File: src/rtl/evt_timer_pkg.sv
package evt_timer_pkg;
  localparam int ADDR_W = 6;
  localparam logic [ADDR_W-1:0] A_CTRL   = 6'h00;
  localparam logic [ADDR_W-1:0] A_STATE  = 6'h01;
  localparam logic [ADDR_W-1:0] A_OUTW   = 6'h02;
  localparam logic [ADDR_W-1:0] A_FLAG   = 6'h03;
  localparam logic [ADDR_W-1:0] A_IEN    = 6'h04;
  localparam logic [ADDR_W-1:0] A_LIMIT  = 6'h05;
  localparam logic [ADDR_W-1:0] A_MODE   = 6'h06;
  localparam logic [ADDR_W-1:0] A_CNT    = 6'h07;
  localparam logic [ADDR_W-1:0] A_MATCH  = 6'h08;
  localparam logic [ADDR_W-1:0] A_RELOAD = 6'h10;
  localparam logic [ADDR_W-1:0] A_EVENT  = 6'h18;
  localparam logic [ADDR_W-1:0] A_OUTCFG = 6'h20;
  localparam logic [ADDR_W-1:0] A_CAPEN  = 6'h28;
  localparam int F_PRE   = 8;
  localparam int F_SMASK = 8;
  localparam int F_CLRM  = 8;
  localparam int F_RES   = 16;
  localparam int F_DIRC  = 18;
  typedef enum logic [1:0] {RES_KEEP = 2'b00, RES_SET = 2'b01, RES_CLR = 2'b10, RES_TOG = 2'b11} res_e;
  typedef enum logic [1:0] {DIR_NONE = 2'b00, DIR_SWAP_DN = 2'b01, DIR_SWAP_UP = 2'b10, DIR_RSVD = 2'b11} dirc_e;
endpackage

File: src/rtl/evt_timer_count.sv
module evt_timer_count #(
  parameter int CNT_W = 32,
  parameter int PRE_W = 8
) (
  input  logic             clk,
  input  logic             rst_n,
  input  logic             halt,
  input  logic             clr,
  input  logic             bidir,
  input  logic [PRE_W-1:0] pre,
  input  logic             lim,
  output logic [CNT_W-1:0] cnt,
  output logic             down,
  output logic             tick
);
  logic [PRE_W-1:0] pre_cnt;

  assign tick = !halt && !clr && (pre_cnt == pre);

  always_ff @(posedge clk or negedge rst_n) begin
    if (!rst_n) begin
      cnt <= '0; pre_cnt <= '0; down <= 1'b0;
    end else if (clr) begin
      cnt <= '0; pre_cnt <= '0; down <= 1'b0;
    end else if (!halt) begin
      if (pre_cnt != pre) begin
        pre_cnt <= pre_cnt + 1'b1;
      end else begin
        pre_cnt <= '0;
        if (!bidir) begin
          down <= 1'b0;
          cnt  <= lim ? '0 : cnt + 1'b1;
        end else if (!down) begin
          if (lim) begin
            down <= 1'b1;
            cnt  <= cnt - 1'b1;
          end else begin
            cnt <= cnt + 1'b1;
          end
        end else if (cnt == '0) begin
          down <= 1'b0;
          cnt  <= {{(CNT_W-1){1'b0}}, 1'b1};
        end else begin
          cnt <= cnt - 1'b1;
        end
      end
    end
  end

  AST_HALT_FREEZE: assert property (@(posedge clk) disable iff (!rst_n)
    halt && !clr |=> $stable(cnt));
  AST_IDLE_HOLD: assert property (@(posedge clk) disable iff (!rst_n)
    !halt && !clr && !tick |=> $stable(cnt));
  AST_UP_LIMIT_ZERO: assert property (@(posedge clk) disable iff (!rst_n)
    tick && lim && !bidir |=> cnt == '0);
endmodule

File: src/rtl/evt_timer_events.sv
module evt_timer_events #(
  parameter int N_EV  = 8,
  parameter int N_MR  = 8,
  parameter int N_ST  = 4,
  parameter int CNT_W = 32,
  localparam int SEL_W = $clog2(N_MR),
  localparam int ST_W  = $clog2(N_ST)
) (
  input  logic                             tick,
  input  logic [CNT_W-1:0]                 cnt,
  input  logic [N_MR-1:0][CNT_W-1:0]       match,
  input  logic [N_MR-1:0]                  cap_mode,
  input  logic [N_EV-1:0][SEL_W-1:0]       ev_sel,
  input  logic [N_EV-1:0][N_ST-1:0]        ev_smask,
  input  logic [ST_W-1:0]                  state,
  output logic [N_EV-1:0]                  hit
);
  for (genvar e = 0; e < N_EV; e++) begin : g_ev
    assign hit[e] = tick && !cap_mode[ev_sel[e]] &&
                    (match[ev_sel[e]] == cnt) && ev_smask[e][state];
  end
endmodule

File: src/rtl/evt_timer_out.sv
module evt_timer_out
  import evt_timer_pkg::*;
#(
  parameter int N_EV = 8
) (
  input  logic            clk,
  input  logic            rst_n,
  input  logic [N_EV-1:0] hit,
  input  logic [N_EV-1:0] set_m,
  input  logic [N_EV-1:0] clr_m,
  input  res_e            res,
  input  dirc_e           dirc,
  input  logic            down,
  input  logic            sw_we,
  input  logic            sw_val,
  output logic            q
);
  logic s_raw, c_raw, swap, s_eff, c_eff;

  assign s_raw = |(hit & set_m);
  assign c_raw = |(hit & clr_m);
  assign swap  = (dirc == DIR_SWAP_DN && down) || (dirc == DIR_SWAP_UP && !down);
  assign s_eff = swap ? c_raw : s_raw;
  assign c_eff = swap ? s_raw : c_raw;

  always_ff @(posedge clk or negedge rst_n) begin
    if (!rst_n) q <= 1'b0;
    else if (sw_we) q <= sw_val;
    else if (s_eff && c_eff) begin
      case (res)
        RES_SET: q <= 1'b1;
        RES_CLR: q <= 1'b0;
        RES_TOG: q <= !q;
        default: q <= q;
      endcase
    end
    else if (s_eff) q <= 1'b1;
    else if (c_eff) q <= 1'b0;
  end

  AST_OUT_QUIET: assert property (@(posedge clk) disable iff (!rst_n)
    !s_raw && !c_raw && !sw_we |=> $stable(q));
endmodule

File: src/rtl/evt_timer.sv
module evt_timer
  import evt_timer_pkg::*;
#(
  parameter int N_EV  = 8,
  parameter int N_MR  = 8,
  parameter int N_ST  = 4,
  parameter int N_OUT = 4,
  parameter int CNT_W = 32,
  parameter int PRE_W = 8,
  localparam int SEL_W = $clog2(N_MR),
  localparam int ST_W  = $clog2(N_ST)
) (
  input  logic              clk,
  input  logic              rst_n,
  input  logic              wr_en,
  input  logic [ADDR_W-1:0] wr_addr,
  input  logic [31:0]       wr_data,
  input  logic [ADDR_W-1:0] rd_addr,
  output logic [31:0]       rd_data,
  output logic [N_OUT-1:0]  out_pins,
  output logic              irq
);
  logic                       halt, bidir, clr, down, tick, lim;
  logic [PRE_W-1:0]           pre;
  logic [ST_W-1:0]            state;
  logic [N_EV-1:0]            ien, limm, flags, hit;
  logic [N_MR-1:0]            cap_mode, cap_hit;
  logic [CNT_W-1:0]           cnt;
  logic [N_MR-1:0][CNT_W-1:0] match, reload;
  logic [N_MR-1:0][N_EV-1:0]  capen;
  logic [N_EV-1:0][SEL_W-1:0] ev_sel;
  logic [N_EV-1:0][N_ST-1:0]  ev_smask;
  logic [N_OUT-1:0][N_EV-1:0] set_m, clr_m;
  res_e                       res  [N_OUT];
  dirc_e                      dirc [N_OUT];
  logic                       flag_wr, outw;

  assign clr     = wr_en && wr_addr == A_CTRL && wr_data[1];
  assign flag_wr = wr_en && wr_addr == A_FLAG;
  assign outw    = wr_en && wr_addr == A_OUTW;
  assign lim     = |(hit & limm);
  assign irq     = |(flags & ien);

  evt_timer_count #(.CNT_W(CNT_W), .PRE_W(PRE_W)) u_count (
    .clk(clk), .rst_n(rst_n), .halt(halt), .clr(clr), .bidir(bidir), .pre(pre),
    .lim(lim), .cnt(cnt), .down(down), .tick(tick));

  evt_timer_events #(.N_EV(N_EV), .N_MR(N_MR), .N_ST(N_ST), .CNT_W(CNT_W)) u_events (
    .tick(tick), .cnt(cnt), .match(match), .cap_mode(cap_mode), .ev_sel(ev_sel),
    .ev_smask(ev_smask), .state(state), .hit(hit));

  for (genvar o = 0; o < N_OUT; o++) begin : g_out
    evt_timer_out #(.N_EV(N_EV)) u_out (
      .clk(clk), .rst_n(rst_n), .hit(hit), .set_m(set_m[o]), .clr_m(clr_m[o]),
      .res(res[o]), .dirc(dirc[o]), .down(down), .sw_we(outw), .sw_val(wr_data[o]),
      .q(out_pins[o]));
  end

  for (genvar i = 0; i < N_MR; i++) begin : g_cap
    assign cap_hit[i] = |(hit & capen[i]);
  end

  always_ff @(posedge clk or negedge rst_n) begin
    if (!rst_n) begin
      halt <= 1'b1; bidir <= 1'b0; pre <= '0; state <= '0;
      ien <= '0; limm <= '0; cap_mode <= '0;
    end else if (wr_en) begin
      case (wr_addr)
        A_CTRL:  begin halt <= wr_data[0]; bidir <= wr_data[2]; pre <= wr_data[F_PRE +: PRE_W]; end
        A_STATE: state    <= wr_data[ST_W-1:0];
        A_IEN:   ien      <= wr_data[N_EV-1:0];
        A_LIMIT: limm     <= wr_data[N_EV-1:0];
        A_MODE:  cap_mode <= wr_data[N_MR-1:0];
        default: ;
      endcase
    end
  end

  always_ff @(posedge clk or negedge rst_n) begin
    if (!rst_n) flags <= '0;
    else flags <= (flags & ~(flag_wr ? wr_data[N_EV-1:0] : '0)) | hit;
  end

  always_ff @(posedge clk or negedge rst_n) begin
    if (!rst_n) begin
      match <= '0; reload <= '0; capen <= '0;
    end else begin
      for (int i = 0; i < N_MR; i++) begin
        if (wr_en && wr_addr == A_MATCH + ADDR_W'(i)) begin
          match[i]  <= wr_data[CNT_W-1:0];
          reload[i] <= wr_data[CNT_W-1:0];
        end else begin
          if (wr_en && wr_addr == A_RELOAD + ADDR_W'(i)) reload[i] <= wr_data[CNT_W-1:0];
          if (cap_mode[i]) begin
            if (cap_hit[i]) match[i] <= cnt;
          end else if (lim || halt) begin
            match[i] <= reload[i];
          end
        end
        if (wr_en && wr_addr == A_CAPEN + ADDR_W'(i)) capen[i] <= wr_data[N_EV-1:0];
      end
    end
  end

  always_ff @(posedge clk or negedge rst_n) begin
    if (!rst_n) begin
      ev_sel <= '0; ev_smask <= '0;
    end else begin
      for (int e = 0; e < N_EV; e++) begin
        if (wr_en && wr_addr == A_EVENT + ADDR_W'(e)) begin
          ev_sel[e]   <= wr_data[SEL_W-1:0];
          ev_smask[e] <= wr_data[F_SMASK +: N_ST];
        end
      end
    end
  end

  always_ff @(posedge clk or negedge rst_n) begin
    if (!rst_n) begin
      set_m <= '0; clr_m <= '0;
      for (int o = 0; o < N_OUT; o++) begin res[o] <= RES_KEEP; dirc[o] <= DIR_NONE; end
    end else begin
      for (int o = 0; o < N_OUT; o++) begin
        if (wr_en && wr_addr == A_OUTCFG + ADDR_W'(o)) begin
          set_m[o] <= wr_data[N_EV-1:0];
          clr_m[o] <= wr_data[F_CLRM +: N_EV];
          res[o]   <= res_e'(wr_data[F_RES +: 2]);
          dirc[o]  <= dirc_e'(wr_data[F_DIRC +: 2]);
        end
      end
    end
  end

  always_comb begin
    rd_data = '0;
    if (rd_addr == A_CNT) rd_data = 32'(cnt);
    else if (rd_addr == A_FLAG) rd_data = 32'(flags);
    for (int i = 0; i < N_MR; i++)
      if (rd_addr == A_MATCH + ADDR_W'(i)) rd_data = 32'(match[i]);
  end

  AST_FLAG_STICKY: assert property (@(posedge clk) disable iff (!rst_n)
    !flag_wr |=> (flags & $past(flags)) == $past(flags));
  AST_CLEAR_ZERO: assert property (@(posedge clk) disable iff (!rst_n)
    clr |=> cnt == '0);
  AST_CAP_HOLD: assert property (@(posedge clk) disable iff (!rst_n)
    cap_mode[0] && !cap_hit[0] && !(wr_en && wr_addr == A_MATCH) && !(wr_en && wr_addr == A_MODE)
    |=> $stable(match[0]));
endmodule

File: config.mk
export PLATFORM = sky130hd
export DESIGN_NAME = evt_timer
export DESIGN_NICKNAME = d
export VERILOG_FILES = /design/src/rtl/evt_timer_pkg.sv /design/src/rtl/evt_timer_count.sv /design/src/rtl/evt_timer_events.sv /design/src/rtl/evt_timer_out.sv /design/src/rtl/evt_timer.sv
export SDC_FILE = /design/constraint.sdc
export NUM_CORES = 2
export LEC_CHECK = 0
export BUFFER_PORTS_ARGS = -buffer_cell sky130_fd_sc_hd__buf_2
export CAP_MARGIN = 5
export CORE_ASPECT_RATIO = 0.75
export CORE_MARGIN = 4
export CORE_UTILIZATION = 50
export CTS_CLUSTER_DIAMETER = 60
export DETAILED_ROUTE_END_ITERATION = 6
export GPL_ROUTABILITY_DRIVEN = 0
export PLACE_DENSITY = 0.79
export SLEW_MARGIN = 15
export SYNTH_ARGS = -nofsm -noshare
export SYNTH_HDL_FRONTEND = slang
export SYNTH_SLANG_ARGS = --single-unit
File: constraint.sdc
create_clock -name clk -period 3.75 [get_ports clk]
set_input_delay 0.375 -clock clk [delete_from_list [all_inputs] [get_ports clk]]
set_output_delay 0.375 -clock clk [all_outputs]
set_load 0.01 [all_outputs]
==> run_results.csv, run 1 <==
group,metric,value,unit
outcome,status,"did not finish",
logic_synthesis,synth_warnings,0,
logic_synthesis,yosys.area_share.adder,0.0794,%
logic_synthesis,syn-num-nets,5916,
cts,cts_made_buffers,86,
die,initial_core_util,50.5,%
logic_synthesis,ys.flop_type,"dfrtp_1",
logic_synthesis,synth_compound_area_share,10.1,%
die,rows,112,
logic_synthesis,synth_cell_types,99,
global_routing,track_usage,56.2,%
placement,port_buffers,83,
logic_synthesis,synth_mux_area_share,40.1,%
placement,dpl_worst_slack,-1.23,ns
logic_synthesis,ys_top_cells_by_count,"800 x dfrtp_1, 736 x mux2i_1, 687 x mux2_2, 435 x clkbuf_1, 402 x nand2_1",
die,die_w,418,um
cts,cts-root-buf,"clkbuf_16",
global_routing,grt_overflow,4,
logic_synthesis,syn_inst,5865,
logic_synthesis,synth-simple-area-share,9.39,%
logic_synthesis,synth_area,0.0630,sq mm
logic_synthesis,yosysMostFrequentCell,"dfrtp_1",
outcome,haltStage,"global routing (5_1_grt)",
cts,cts-htree-levels,3,
cts,cts_buffer_depth,3,
logic_synthesis,seq_area_frac_synth,31.8,%
die,ioPinCount,84,
logic_synthesis,yosys_register_bits,801,
logic_synthesis,synth_edf_count,0,
logic_synthesis,synth_top_area_cell,"dfrtp_1",
cts,clock-sinks,801,
outcome,first-error,"[ERROR GRT-0232] Routing congestion too high. Check the congestion heatmap in the GUI.",
logic_synthesis,async_flop_share,100,%
die,die_h,315,um
logic_synthesis,synth_xor_area_share,3.02,%
logic_synthesis,synth.area.top_cells,"dfrtp_1 32%, mux4_2 13%, mux2_2 12%",
timing,endpoint_type,"register data pin",
logic_synthesis,synth_top_area_share,31.8,%
timing,worstEndpointGrtRepair,"match[162]$_DFFE_PN0P_/D",
global_routing,grt_max_degree,91,
placement,place_hpwl,213,mm
logic_synthesis,synth_top_family_by_area,"multiplexers",
logic_synthesis,postSynthAreaPerCell,10.7,sq um
## through the flow
stage,hold slack (ns),instance area (sq um),std cells,TNS [ns]
floorplan,0.0794,63000,5865,-1.27
global placement,0.461,73400,8155,-291.06
detailed placement,0.483,73400,8155,-304.62
CTS,0.00734,79500,8416,-166.14
## cells by family after synthesis
kind of cell / count (synthesis)
simple gates: 1179
mux: 1946
flops: 801
xor+xnor: 217
buf+inv: 752
compound gates: 966
fa+ha+maj: 4
## repair_timing
action                     in CTS
pin swaps                      76
setup buffers                  87
hold endpoints to repair       58
setup endpoints to repair     293
resized for setup             380
hold buffers                    3
gates cloned                   22
## layer usage
metal / overflow / GRT usage [%]
met1: 0 / 56.5
met2: 1 / 64.9
met3: 0 / 51.8
met4: 3 / 48.3
met5: 0 / 37.7
==> run 2, diff against run 1 <==
CORE_ASPECT_RATIO = default   (was 0.75)
CORE_UTILIZATION = 35   (was 50)
CTS_CLUSTER_DIAMETER = default   (was 60)
PLACE_DENSITY = default   (was 0.79)
PLACE_DENSITY_LB_ADDON = 0.15   (was default)
clock period = 4.9 ns   (was 3.75 ns; I/O delays follow)
==> run 2 against run 1 <==
  * The flow now finishes, with violations (design-rule violations, negative setup slack)
  * Synthesized cell count unchanged
  * Area after synthesis did not move
==> run_results.csv, run 2 <==
group,metric,value,unit
die,die_h,432,um
global_routing,grt_antenna_before_repair,21,
detailed_routing,routedWlPerCell,37.6,um
power_and_ir_drop,vdd_drop_max,0.000294,V
setup_path,cp.arrival,5.63,ns
cts,clkTransAtPathRegs,0.06,ns
timing,setup_tns,-2.01,ns
logic_synthesis,synth_top_area_cell,"dfrtp_1",
timing,worst_slack,-0.118,ns
setup_path,crit_fanout,21,
power_and_ir_drop,finalPower,0.0401,W
global_routing,track_usage,33.0,%
timing,fin_hold_ws,0.109,ns
logic_synthesis,yosysMostFrequentCell,"dfrtp_1",
detailed_routing,drtIter0Drc,7546,
setup_path,r2r_cells,15,
final_layout,seqCellArea,0.0202,sq mm
final_layout,fill_cells,17254,
die,ioPinCount,84,
setup_path,critical_path_class,"flip-flop to flip-flop",
setup_path,setup.worst_path.start,"ev_sel[3]",
global_routing,grt_max_degree,112,
timing,fmax,199,MHz
timing,finalMaxSlewViolations,0,
logic_synthesis,yosys_register_bits,801,
cts,clock-sinks,801,
setup_path,r2r_end,"match[143]",
logic_synthesis,ys.flop_type,"dfrtp_1",
detailed_routing,via_count,55197,
outcome,status,"finished with violations",
cts,cts_made_buffers,97,
outcome,violations,"design-rule violations, negative setup slack",
logic_synthesis,synth_area,0.0630,sq mm
detailed_routing,drc,8,
timing,setup_viol,63,
timing,tightest_slew,1.25,ns
die,die_w,432,um
timing,hold_viol_final,0,
logic_synthesis,ys_top_cells_by_count,"800 x dfrtp_1, 736 x mux2i_1, 687 x mux2_2, 435 x clkbuf_1, 402 x nand2_1",
die,rows,155,
setup_path,r2r_setup_slack,-0.12,ns
final_layout,multi_input_area,0.0399,sq mm
cts,insertion_delay,0.78,ns
final_layout,area_growth,15.2,%
cts,cts_tree,"done",
cts,cts-htree-levels,3,
detailed_routing,dr.pass1.iters,7,
timing,fin_crit,5.02,ns
logic_synthesis,async_flop_share,100,%
placement,dpl_worst_slack,-0.417,ns
final_layout,fin_nets,6020,
setup_path,end_kind,"flip-flop",
placement,port_buffers,83,
timing,finalCritPeriodShare,102,%
worst_hold_path,holdPathStages,3,
power_and_ir_drop,p_per_area,553,mW/mm^2
setup_path,cp-endpoint,"match[143]",
logic_synthesis,synth.area.top_cells,"dfrtp_1 32%, mux4_2 13%, mux2_2 12%",
logic_synthesis,synth_edf_count,0,
final_layout,final_common_cell,"dfrtp_1",
setup_path,reg2reg_from,"ev_sel[3]",
detailed_routing,ant_nets,0,
global_routing,grt_pass1_vias,53123,
final_layout,final_cell_mix,"768 x dfrtp_1, 721 x mux2i_1, 687 x mux2_2",
final_layout,largest_registers,"match x256, reload x256, capen x64",
timing,fin_skew,0.0602,ns
placement,place_hpwl,231,mm
setup_path,startpoint_type,"flip-flop",
cts,cts_buffer_depth,3,
logic_synthesis,syn_inst,5865,
global_routing,grt_pass1_wl,438,mm
detailed_routing,wirelength,316,mm
logic_synthesis,synth_cell_types,99,
logic_synthesis,synth_top_area_share,31.8,%
setup_path,cp.required,5.51,ns
worst_hold_path,hold_class,"primary input to flip-flop",
logic_synthesis,seq_area_frac_synth,31.8,%
die,die_area,0.187,sq mm
logic_synthesis,postSynthAreaPerCell,10.7,sq um
flow_run,cap_violations,0,
detailed_routing,routed_via_density,6.55,
die,initial_core_util,35.3,%
cts,cts-root-buf,"clkbuf_16",
power_and_ir_drop,p_leak,29.2,nW
final_layout,drive_above_1_share,34.5,%
logic_synthesis,synth_warnings,0,
global_routing,grt_overflow,0,
die,placeableCoreArea,0.179,sq mm
logic_synthesis,syn-num-nets,5916,
timing,slew_headroom,16.3,%
-- run 2: kinds of logic (layout without fill, tap and decap cells) --
group	after synthesis	after routing	synth area share, %
AO/OA/AOI/OAI	966	966	10.1
XOR/XNOR	217	217	3.02
adder cells (fa/ha/maj)	4	4	0.0795
buffers and inverters	752	933	5.46
flip-flops	801	801	31.8
multiplexers	1946	1946	40.1
other	0	20	0
AND/OR/NAND/NOR	1179	1179	9.39
-- run 2: critical path: stages, from the launching register on --
cell	delay, ns
dfrtp_2	0.64
buf_12	0.28
nor2b_1	0.39
buf_4	0.21
a22o_1	0.15
nor3_1	0.08
a211oi_1	0.30
o21ai_0	0.40
nand4b_1	0.39
nor4_4	0.51
buf_4	0.26
a222oi_1	0.10
and3_4	0.21
o21ai_4	0.22
buf_12	0.24
mux2_4	0.34
-- run 2: where the power goes --
| part | switching, W | internal [W] |
|---|---|---|
| clock | 0.00321 | 0.00411 |
| combinational | 0.0117 | 0.00922 |
| sequential | 0.00348 | 0.00836 |
-- run 2: layout make-up --
| type | count | share of cell area [%] |
|---|---|---|
| Clock buffer | 137 | 3.80 |
| Timing Repair Buffer | 721 | 8.57 |
| Tap cell | 2355 | 4.06 |
| Multi-Input combinational cell | 4312 | 55.0 |
| Sequential cell | 801 | 27.8 |
| Clock inverter | 39 | 0.577 |
| Inverter | 36 | 0.186 |
| Antenna cell | 20 | 0.0689 |
-- run 2: how the worst min path moves through the flow --
stage,startpoint,endpoint,slack [ns]
finish,wr_data[24],match[24],0.11
CTS,wr_data[23],match[23],0.05
floorplan,rst_n,bidir,0.19
detailed placement,ien[1],ien[1],0.48
global route,wr_data[24],match[24],0.11
global placement,set_m[9],set_m[9],0.46
-- run 2: per-stage QoR --
step | utilization [%] | std cells | area, sq um
floorplan | - | 5865 | 63000
global placement | 38.5 | 8196 | 68800
detailed placement | 38.5 | 8196 | 68800
CTS | 40.4 | 8374 | 72100
global route | 40.6 | 8403 | 72500
finish | 40.6 | 8421 | 72600
-- run 2: per-layer routing --
layer | vias up | routed length (um) | track usage (%)
met5 | - | 51 | 0
met4 | 8 | 22300 | 18.6
met3 | 835 | 32000 | 8.91
met2 | 3502 | 136000 | 49.0
met1 | 28585 | 126000 | 43.4
li1 | 22267 | - | -
-- run 2: repair_timing --
action,CTS,global route
pin swaps,1,2
resized for setup,16,31
buffers inserted,1,26
gates cloned,0,1
setup endpoints to repair,274,286
hold buffers,1,0
hold endpoints to repair,63,0
Power figures use the tool's default switching activity.
